==> config.mk <==
export PLATFORM = sky130hd
export DESIGN_NAME = aic_irq_agg
export DESIGN_NICKNAME = d
export VERILOG_FILES = /design/src/rtl/aic_pkg.sv /design/src/rtl/aic_ctrl_src.sv /design/src/rtl/aic_stream_src.sv /design/src/rtl/aic_line_fsm.sv /design/src/rtl/aic_irq_agg.sv
export SDC_FILE = /design/constraint.sdc
export NUM_CORES = 1
export LEC_CHECK = 0
export ABC_AREA = 1
export ABC_CLOCK_PERIOD_IN_PS = 800
export BUFFER_PORTS_ARGS = -buffer_cell sky130_fd_sc_hd__buf_2
export CORE_ASPECT_RATIO = 1.25
export CORE_MARGIN = 4
export CORE_UTILIZATION = 25
export CTS_CLUSTER_SIZE = 20
export DETAILED_ROUTE_END_ITERATION = 7
export PLACE_DENSITY = 0.76
export SYNTH_ARGS = -nofsm -noshare
export SYNTH_HDL_FRONTEND = slang
export SYNTH_SLANG_ARGS = --single-unit
==> constraint.sdc <==
create_clock -name clk -period 0.8 [get_ports clk]
set_input_delay 0.16 -clock clk [delete_from_list [all_inputs] [get_ports clk]]
set_output_delay 0.16 -clock clk [all_outputs]
set_load 0.02 [all_outputs]
==> src/rtl/aic_pkg.sv <==
package aic_pkg;
    localparam int STS_W      = 32;
    localparam int GLOBAL_BIT = 31;
    localparam int CTRL_BIT   = 30;
    localparam int FIELD_W    = 3;
    localparam int RING_W     = 2;

    typedef enum logic {
        LINE_IDLE   = 1'b0,
        LINE_RAISED = 1'b1
    } line_state_e;
endpackage

==> src/rtl/aic_ctrl_src.sv <==
module aic_ctrl_src
    import aic_pkg::*;
#(
    parameter int NUM_CODEC = 4
) (
    input  logic [RING_W-1:0]    ring_sts,
    input  logic [RING_W-1:0]    ring_ctl,
    input  logic [NUM_CODEC-1:0] codec_chg,
    input  logic [NUM_CODEC-1:0] codec_wake,
    output logic                 ctrl_hit
);
    logic ring_hit;
    logic codec_hit;

    always_comb begin
        ring_hit  = |(ring_sts & ring_ctl);
        codec_hit = |(codec_chg & codec_wake);
        ctrl_hit  = ring_hit | codec_hit;
    end
endmodule

==> src/rtl/aic_stream_src.sv <==
module aic_stream_src
    import aic_pkg::*;
#(
    parameter int NUM_STR = 8
) (
    input  logic [NUM_STR*FIELD_W-1:0] strm_sts,
    input  logic [NUM_STR*FIELD_W-1:0] strm_ctl,
    output logic [NUM_STR-1:0]         strm_hit
);
    for (genvar n = 0; n < NUM_STR; n++) begin : g_str
        assign strm_hit[n] = |(strm_sts[n*FIELD_W +: FIELD_W] & strm_ctl[n*FIELD_W +: FIELD_W]);
    end
endmodule

==> src/rtl/aic_line_fsm.sv <==
module aic_line_fsm
    import aic_pkg::*;
(
    input  logic             clk,
    input  logic             rst_n,
    input  logic [STS_W-1:0] sts_next,
    input  logic [STS_W-1:0] int_ctl,
    output logic [STS_W-1:0] sts_q,
    output logic             line
);
    line_state_e state_q;
    line_state_e state_d;
    logic        want;

    always_comb begin
        want = int_ctl[GLOBAL_BIT] && (|(sts_next[CTRL_BIT:0] & int_ctl[CTRL_BIT:0]));
        state_d = state_q;
        unique case (state_q)
            LINE_IDLE:   if (want)  state_d = LINE_RAISED;
            LINE_RAISED: if (!want) state_d = LINE_IDLE;
            default:                state_d = LINE_IDLE;
        endcase
    end

    always_ff @(posedge clk or negedge rst_n) begin
        if (!rst_n) begin
            state_q <= LINE_IDLE;
            sts_q   <= '0;
        end else begin
            state_q <= state_d;
            sts_q   <= sts_next;
        end
    end

    always_comb begin
        line = (state_q == LINE_RAISED);
    end
endmodule

==> src/rtl/aic_irq_agg.sv <==
module aic_irq_agg
    import aic_pkg::*;
#(
    parameter int NUM_IN    = 4,
    parameter int NUM_OUT   = 4,
    parameter int NUM_CODEC = 4,
    localparam int NUM_STR  = NUM_IN + NUM_OUT,
    localparam int FLD_ALL  = NUM_STR * FIELD_W
) (
    input  logic                 clk,
    input  logic                 rst_n,
    input  logic [RING_W-1:0]    ring_sts,
    input  logic [RING_W-1:0]    ring_ctl,
    input  logic [NUM_CODEC-1:0] codec_chg,
    input  logic [NUM_CODEC-1:0] codec_wake,
    input  logic [FLD_ALL-1:0]   strm_sts,
    input  logic [FLD_ALL-1:0]   strm_ctl,
    input  logic [STS_W-1:0]     int_ctl,
    output logic [STS_W-1:0]     int_sts,
    output logic                 irq,
    output logic [NUM_STR-1:0]   strm_is_in
);
    logic               ctrl_hit;
    logic [NUM_STR-1:0] strm_hit;
    logic [STS_W-1:0]   sts_next;

    aic_ctrl_src #(.NUM_CODEC(NUM_CODEC)) u_ctrl (
        .ring_sts   (ring_sts),
        .ring_ctl   (ring_ctl),
        .codec_chg  (codec_chg),
        .codec_wake (codec_wake),
        .ctrl_hit   (ctrl_hit)
    );

    aic_stream_src #(.NUM_STR(NUM_STR)) u_str (
        .strm_sts (strm_sts),
        .strm_ctl (strm_ctl),
        .strm_hit (strm_hit)
    );

    always_comb begin
        sts_next                = '0;
        sts_next[NUM_STR-1:0]   = strm_hit;
        sts_next[CTRL_BIT]      = ctrl_hit;
        sts_next[GLOBAL_BIT]    = ctrl_hit | (|strm_hit);
    end

    aic_line_fsm u_line (
        .clk      (clk),
        .rst_n    (rst_n),
        .sts_next (sts_next),
        .int_ctl  (int_ctl),
        .sts_q    (int_sts),
        .line     (irq)
    );

    for (genvar n = 0; n < NUM_STR; n++) begin : g_dir
        if (n < NUM_IN) begin : g_in
            assign strm_is_in[n] = 1'b1;
        end else begin : g_out
            assign strm_is_in[n] = 1'b0;
        end
    end
endmodule

==> impl_metrics.toml, run 1 <==
[status]
status = "complete, but fails checks"
violations = "setup timing"

[clock_tree]
clkTransAtPathRegs_ns = 0.05
postCtsSetupRepairBufs = 0
htree_num_levels = 1
clockBufferDepth = 2
cts_tree = "yes"
cts_inserted_buffers = 3
cts_num_sinks = 11
clock-root-buffer = "clkbuf_8"

[timing]
hold_viol_final = 0
whs_ns = 0.120
setup_tns_ns = -1.01
period_needed_ns = 0.908
finalSetupViolCount = 11
rsz0062_at_grt = "yes"
timing.fmax_mhz = 1100
finalCritPeriodShare_pct = 114
drv_slew = 0
worst_slack_ns = -0.108

[routing]
routed_wl_um = 2280
num_vias = 899
dr.pass1.iters = 4
first_iter_violations = 16
ant_nets = 0
wl_per_cell_um = 9.80
via_per_inst = 3.86
drc = 0

[hold_path]
hp-start = "int_ctl[31]"
min_path_type = "in -> reg"

[grt]
grt_use_total_pct = 9.86
grt_start_max_net_pins = 12
grt_pass1_wl_um = 3230
overflow = 0
antenna_found_initial = 0
grt_pass1_vias = 826

[power]
ir_drop_uv = 790
p_leak_nw = 0.786
p_per_area_nw_per_um2 = 1360

[synth]
yosysSeqAreaShare_pct = 33.4
syn_area_um2 = 823
synth.distinct_cells = 11
yosys_register_bits = 11
yosys_warnings = 0
synth.largest_area_cell = "dfrtp_1"
synth.area.top_cells = "dfrtp_1, buf_4, nand2_1"
synth_top_area_share_pct = 33.4
avgSynthCellArea_um2 = 7.55
synth_cells = 109

[layout]
fin_nets = 291
antenna_cells = 0
final_cell_mix = "buf_2, nand2_1, conb_1"
layout_commonest_cell = "buf_2"
drive_above_1_share_pct = 50.5
syn_to_final_growth_pct = 57.8

[floorplan]
die-area_um2 = 4280
ios = 135
design.core.area_um2 = 3190
die_h_um = 72.2
rows = 23
start_util_pct = 25.8
dieWidth_um = 59.3

[place]
place_congestion = 0.742
hpwlAfterDp_um = 2030
port_buffers = 82

[critical_path]
critPathMaxFanout = 1
crit_path_top_delay_cell = "dfrtp_1"
crit_path_cell_trace = "buf_6"
worstSetupEndpointType = "output port"
crit_family = "flip-flops"
cp-startpoint = "u_line.sts_q[1]"
arrival_ns = 0.75
cpPeakStageDelay_ns = 0.38
required_ns = 0.64
crit_type = "reg -> out"
path_buf_inv = 1
startpoint_type = "flop"

[job]
cap_viol_max_count = 0
==> metrics by stage <==
| step | util [%] | power [mW] | worst slack [ns] | cells | area, um^2 |
|---|---|---|---|---|---|
| CTS | 40.7 | 1.78 | -0.111 | 233 | 1300 |
| global placement | 36.8 | 1.17 | -0.142 | 228 | 1170 |
| floorplan | - | 1.04 | 0.0517 | 137 | 928 |
| finish | 40.7 | 1.77 | -0.108 | 233 | 1300 |
| global route | 40.7 | 1.88 | -0.135 | 233 | 1300 |
| detailed placement | 36.8 | 1.18 | -0.158 | 228 | 1170 |
==> cells by family after synthesis <==
group         synth area share (%)
simple gates                  37.8
buf+inv                       27.8
flops                         33.4
other cells                  0.912
==> repair_timing <==
action | in CTS | in global routing
hold endpoints to repair | 11 | 0
resized for setup | 22 | 0
hold buffers | 1 | 0
endpoints found under the setup margin | 11 | 11
==> cell type report <==
cell class,count,area [um^2]
clock buffers,4,45.0
flip-flops and latches,11,275
fillers,338,1900
multi-input cells,95,424
inverters,1,3.75
well taps,37,46.3
repair buffers,85,504
==> registers in the layout (all words and copies together), names as in the netlist <==
| name | count |
|---|---|
| u_line.line | 1 |
| u_line.sts_q | 10 |
==> worst paths after layout <==
check / end / slack (ns) / cells past startpoint
setup / recovery: int_sts[1] / -0.11 / 1
hold / removal: u_line.line / 0.12 / 3
max in group asynchronous: u_line.sts_q[7] / 0.27 / 2
min in group asynchronous: u_line.sts_q[0] / 0.33 / 2
==> routing by layer <==
| layer | track usage (%) | wire length (um) | up-vias |
|---|---|---|---|
| met4 | 4.28 | 26 | 0 |
| met2 | 19.1 | 1220 | 68 |
| met3 | 3.74 | 374 | 4 |
| li1 | - | - | 449 |
| met5 | 0 | 0 | - |
| met1 | 8.56 | 658 | 378 |
==> power by group <==
group | total, mW | internal (mW) | switching (mW)
combinational | 0.614 | 0.269 | 0.345
sequential | 0.621 | 0.600 | 0.0208
clock | 0.536 | 0.348 | 0.188
total | 1.77 | 1.22 | 0.554
==> Yosys cell counts, drive strengths merged <==
cell type  instances
nand3             10
conb               2
dfrtp             11
inv                1
nor2               6
nand2             48
nor4               1
buf               30
Note: power is estimated with default switching activity, not from simulation.
==> run 2, diff against run 1 <==
--- a/config.mk
+++ b/config.mk
@@ -10,10 +10,12 @@
 export BUFFER_PORTS_ARGS = -buffer_cell sky130_fd_sc_hd__buf_2
 export CORE_ASPECT_RATIO = 1.25
 export CORE_MARGIN = 4
-export CORE_UTILIZATION = 25
+export CORE_UTILIZATION = 26
+export CTS_BUF_LIST = sky130_fd_sc_hd__clkbuf_8
 export CTS_CLUSTER_SIZE = 20
 export DETAILED_ROUTE_END_ITERATION = 7
-export PLACE_DENSITY = 0.76
+export GPL_ROUTABILITY_DRIVEN = 0
+export PLACE_DENSITY = 0.79
 export SYNTH_ARGS = -nofsm -noshare
 export SYNTH_HDL_FRONTEND = slang
 export SYNTH_SLANG_ARGS = --single-unit
==> impl_metrics.toml, run 2 (synthesized netlist as in run 1, its figures left out) <==
[power]
ir_drop_uv = 881
p_leak_nw = 0.800
p_per_area_nw_per_um2 = 1350
total_power_mw = 1.77

[critical_path]
crit_family = "flip-flops"
crit_type = "reg -> out"
path_buf_inv = 1
critPathMaxFanout = 1
cpPeakStageDelay_ns = 0.37
startpoint_type = "flop"
worstSetupEndpointType = "output port"
crit_path_cell_trace = "buf_6"
required_ns = 0.64
crit_path_top_delay_cell = "dfrtp_1"
arrival_ns = 0.74

[floorplan]
design.core.area_um2 = 3000
ios = 135
rows = 22
start_util_pct = 27.4
dieWidth_um = 58.3
die-area_um2 = 4140
die_h_um = 70.9

[grt]
met2_usage_pct = 21.0
globalRoute.busiestLayer = "met2"
overflow = 0
grt_pass1_vias = 846
antenna_found_initial = 0
gr-usage-met3_pct = 3.28
grtUsageMet1_pct = 7.68
grt_start_max_net_pins = 12
grt_use_total_pct = 10.6
grt_pass1_wl_um = 3280

[layout]
largest_register_ffs = 10
drive_above_1_share_pct = 51.0
regArea_um2 = 275
layout_commonest_cell = "buf_2"
final_util_pct = 43.7
final_cell_mix = "buf_2, nand2_1, conb_1"
syn_to_final_growth_pct = 59.4
regMostFlops = "u_line.sts_q"
final_cells = 234
multiInputGateArea_um2 = 424
fin_nets = 293
n_fill_cell = 311
antenna_cells = 0

[timing]
rsz0062_at_grt = "yes"
hold_viol_final = 0
timing.fmax_mhz = 1110
finalSetupViolCount = 11
setup_tns_ns = -1.05
drv_slew = 0
finalCritPeriodShare_pct = 113
period_needed_ns = 0.902
worst_slack_ns = -0.102

[clock_tree]
cts_num_sinks = 11
clock-root-buffer = "clkbuf_8"
postCtsSetupRepairBufs = 0
cts_inserted_buffers = 3
cts_tree = "yes"
clkTransAtPathRegs_ns = 0.05
clockBufferDepth = 2
htree_num_levels = 1

[job]
cap_viol_max_count = 0

[place]
port_buffers = 82
place_ws_ns = -0.151
hpwlAfterDp_um = 2040
dpl.cell_count = 229

[status]
status = "complete, but fails checks"
violations = "setup timing"

[routing]
ant_nets = 0
wl_per_cell_um = 9.61
via_per_inst = 3.89
drc = 0
first_iter_violations = 12
num_vias = 910
dr.pass1.iters = 2
routed_wl_um = 2250

[hold_path]
min_path_type = "in -> reg"
[run 2: routing by layer]
| metal | part of all wire [%] | vias to the layer above |
|---|---|---|
| met3 | 17 | 5 |
| li1 | - | 453 |
| met1 | 25 | 378 |
| met4 | 2.9 | 0 |
| met5 | 0 | - |
| met2 | 55 | 74 |
[run 2: worst paths after layout]
path	start	endpoint	slack (ns)	cells after the start
min in group asynchronous	rst_n	u_line.sts_q[5]	0.33	2
hold / removal	int_ctl[31]	u_line.line	0.13	3
max in group asynchronous	rst_n	u_line.line	0.28	2
setup / recovery	u_line.sts_q[7]	int_sts[7]	-0.10	1
[run 2: power breakdown]
part | switching, mW | internal [mW]
registers | 0.0196 | 0.600
logic | 0.346 | 0.279
clock network | 0.194 | 0.335
[run 2: area by class of cell]
type                       count  share of cell area [%]
multi-input combinational     95                    32.3
tap                           36                    3.43
sequential                    11                    21.0
clock buffer                   3                    3.15
clock inverter                 1                   0.286
inverter                       1                   0.286
timing repair buffer          87                    39.6
[run 2: per-stage QoR]
stage	hold WS, ns	cell area (um^2)
3_3_place_gp	0.0300	1190
4_1_cts	0.119	1310
3_5_place_dp	0.0323	1190
2_1_floorplan	-0.136	928
5_1_grt	0.148	1310
6_report	0.128	1310
[run 2: timing repair]
item	4_1_cts	5_1_grt
endpoints found under the hold margin	11	0
resized for setup	22	0
endpoints found under the setup margin	11	11
hold buffers	1	0
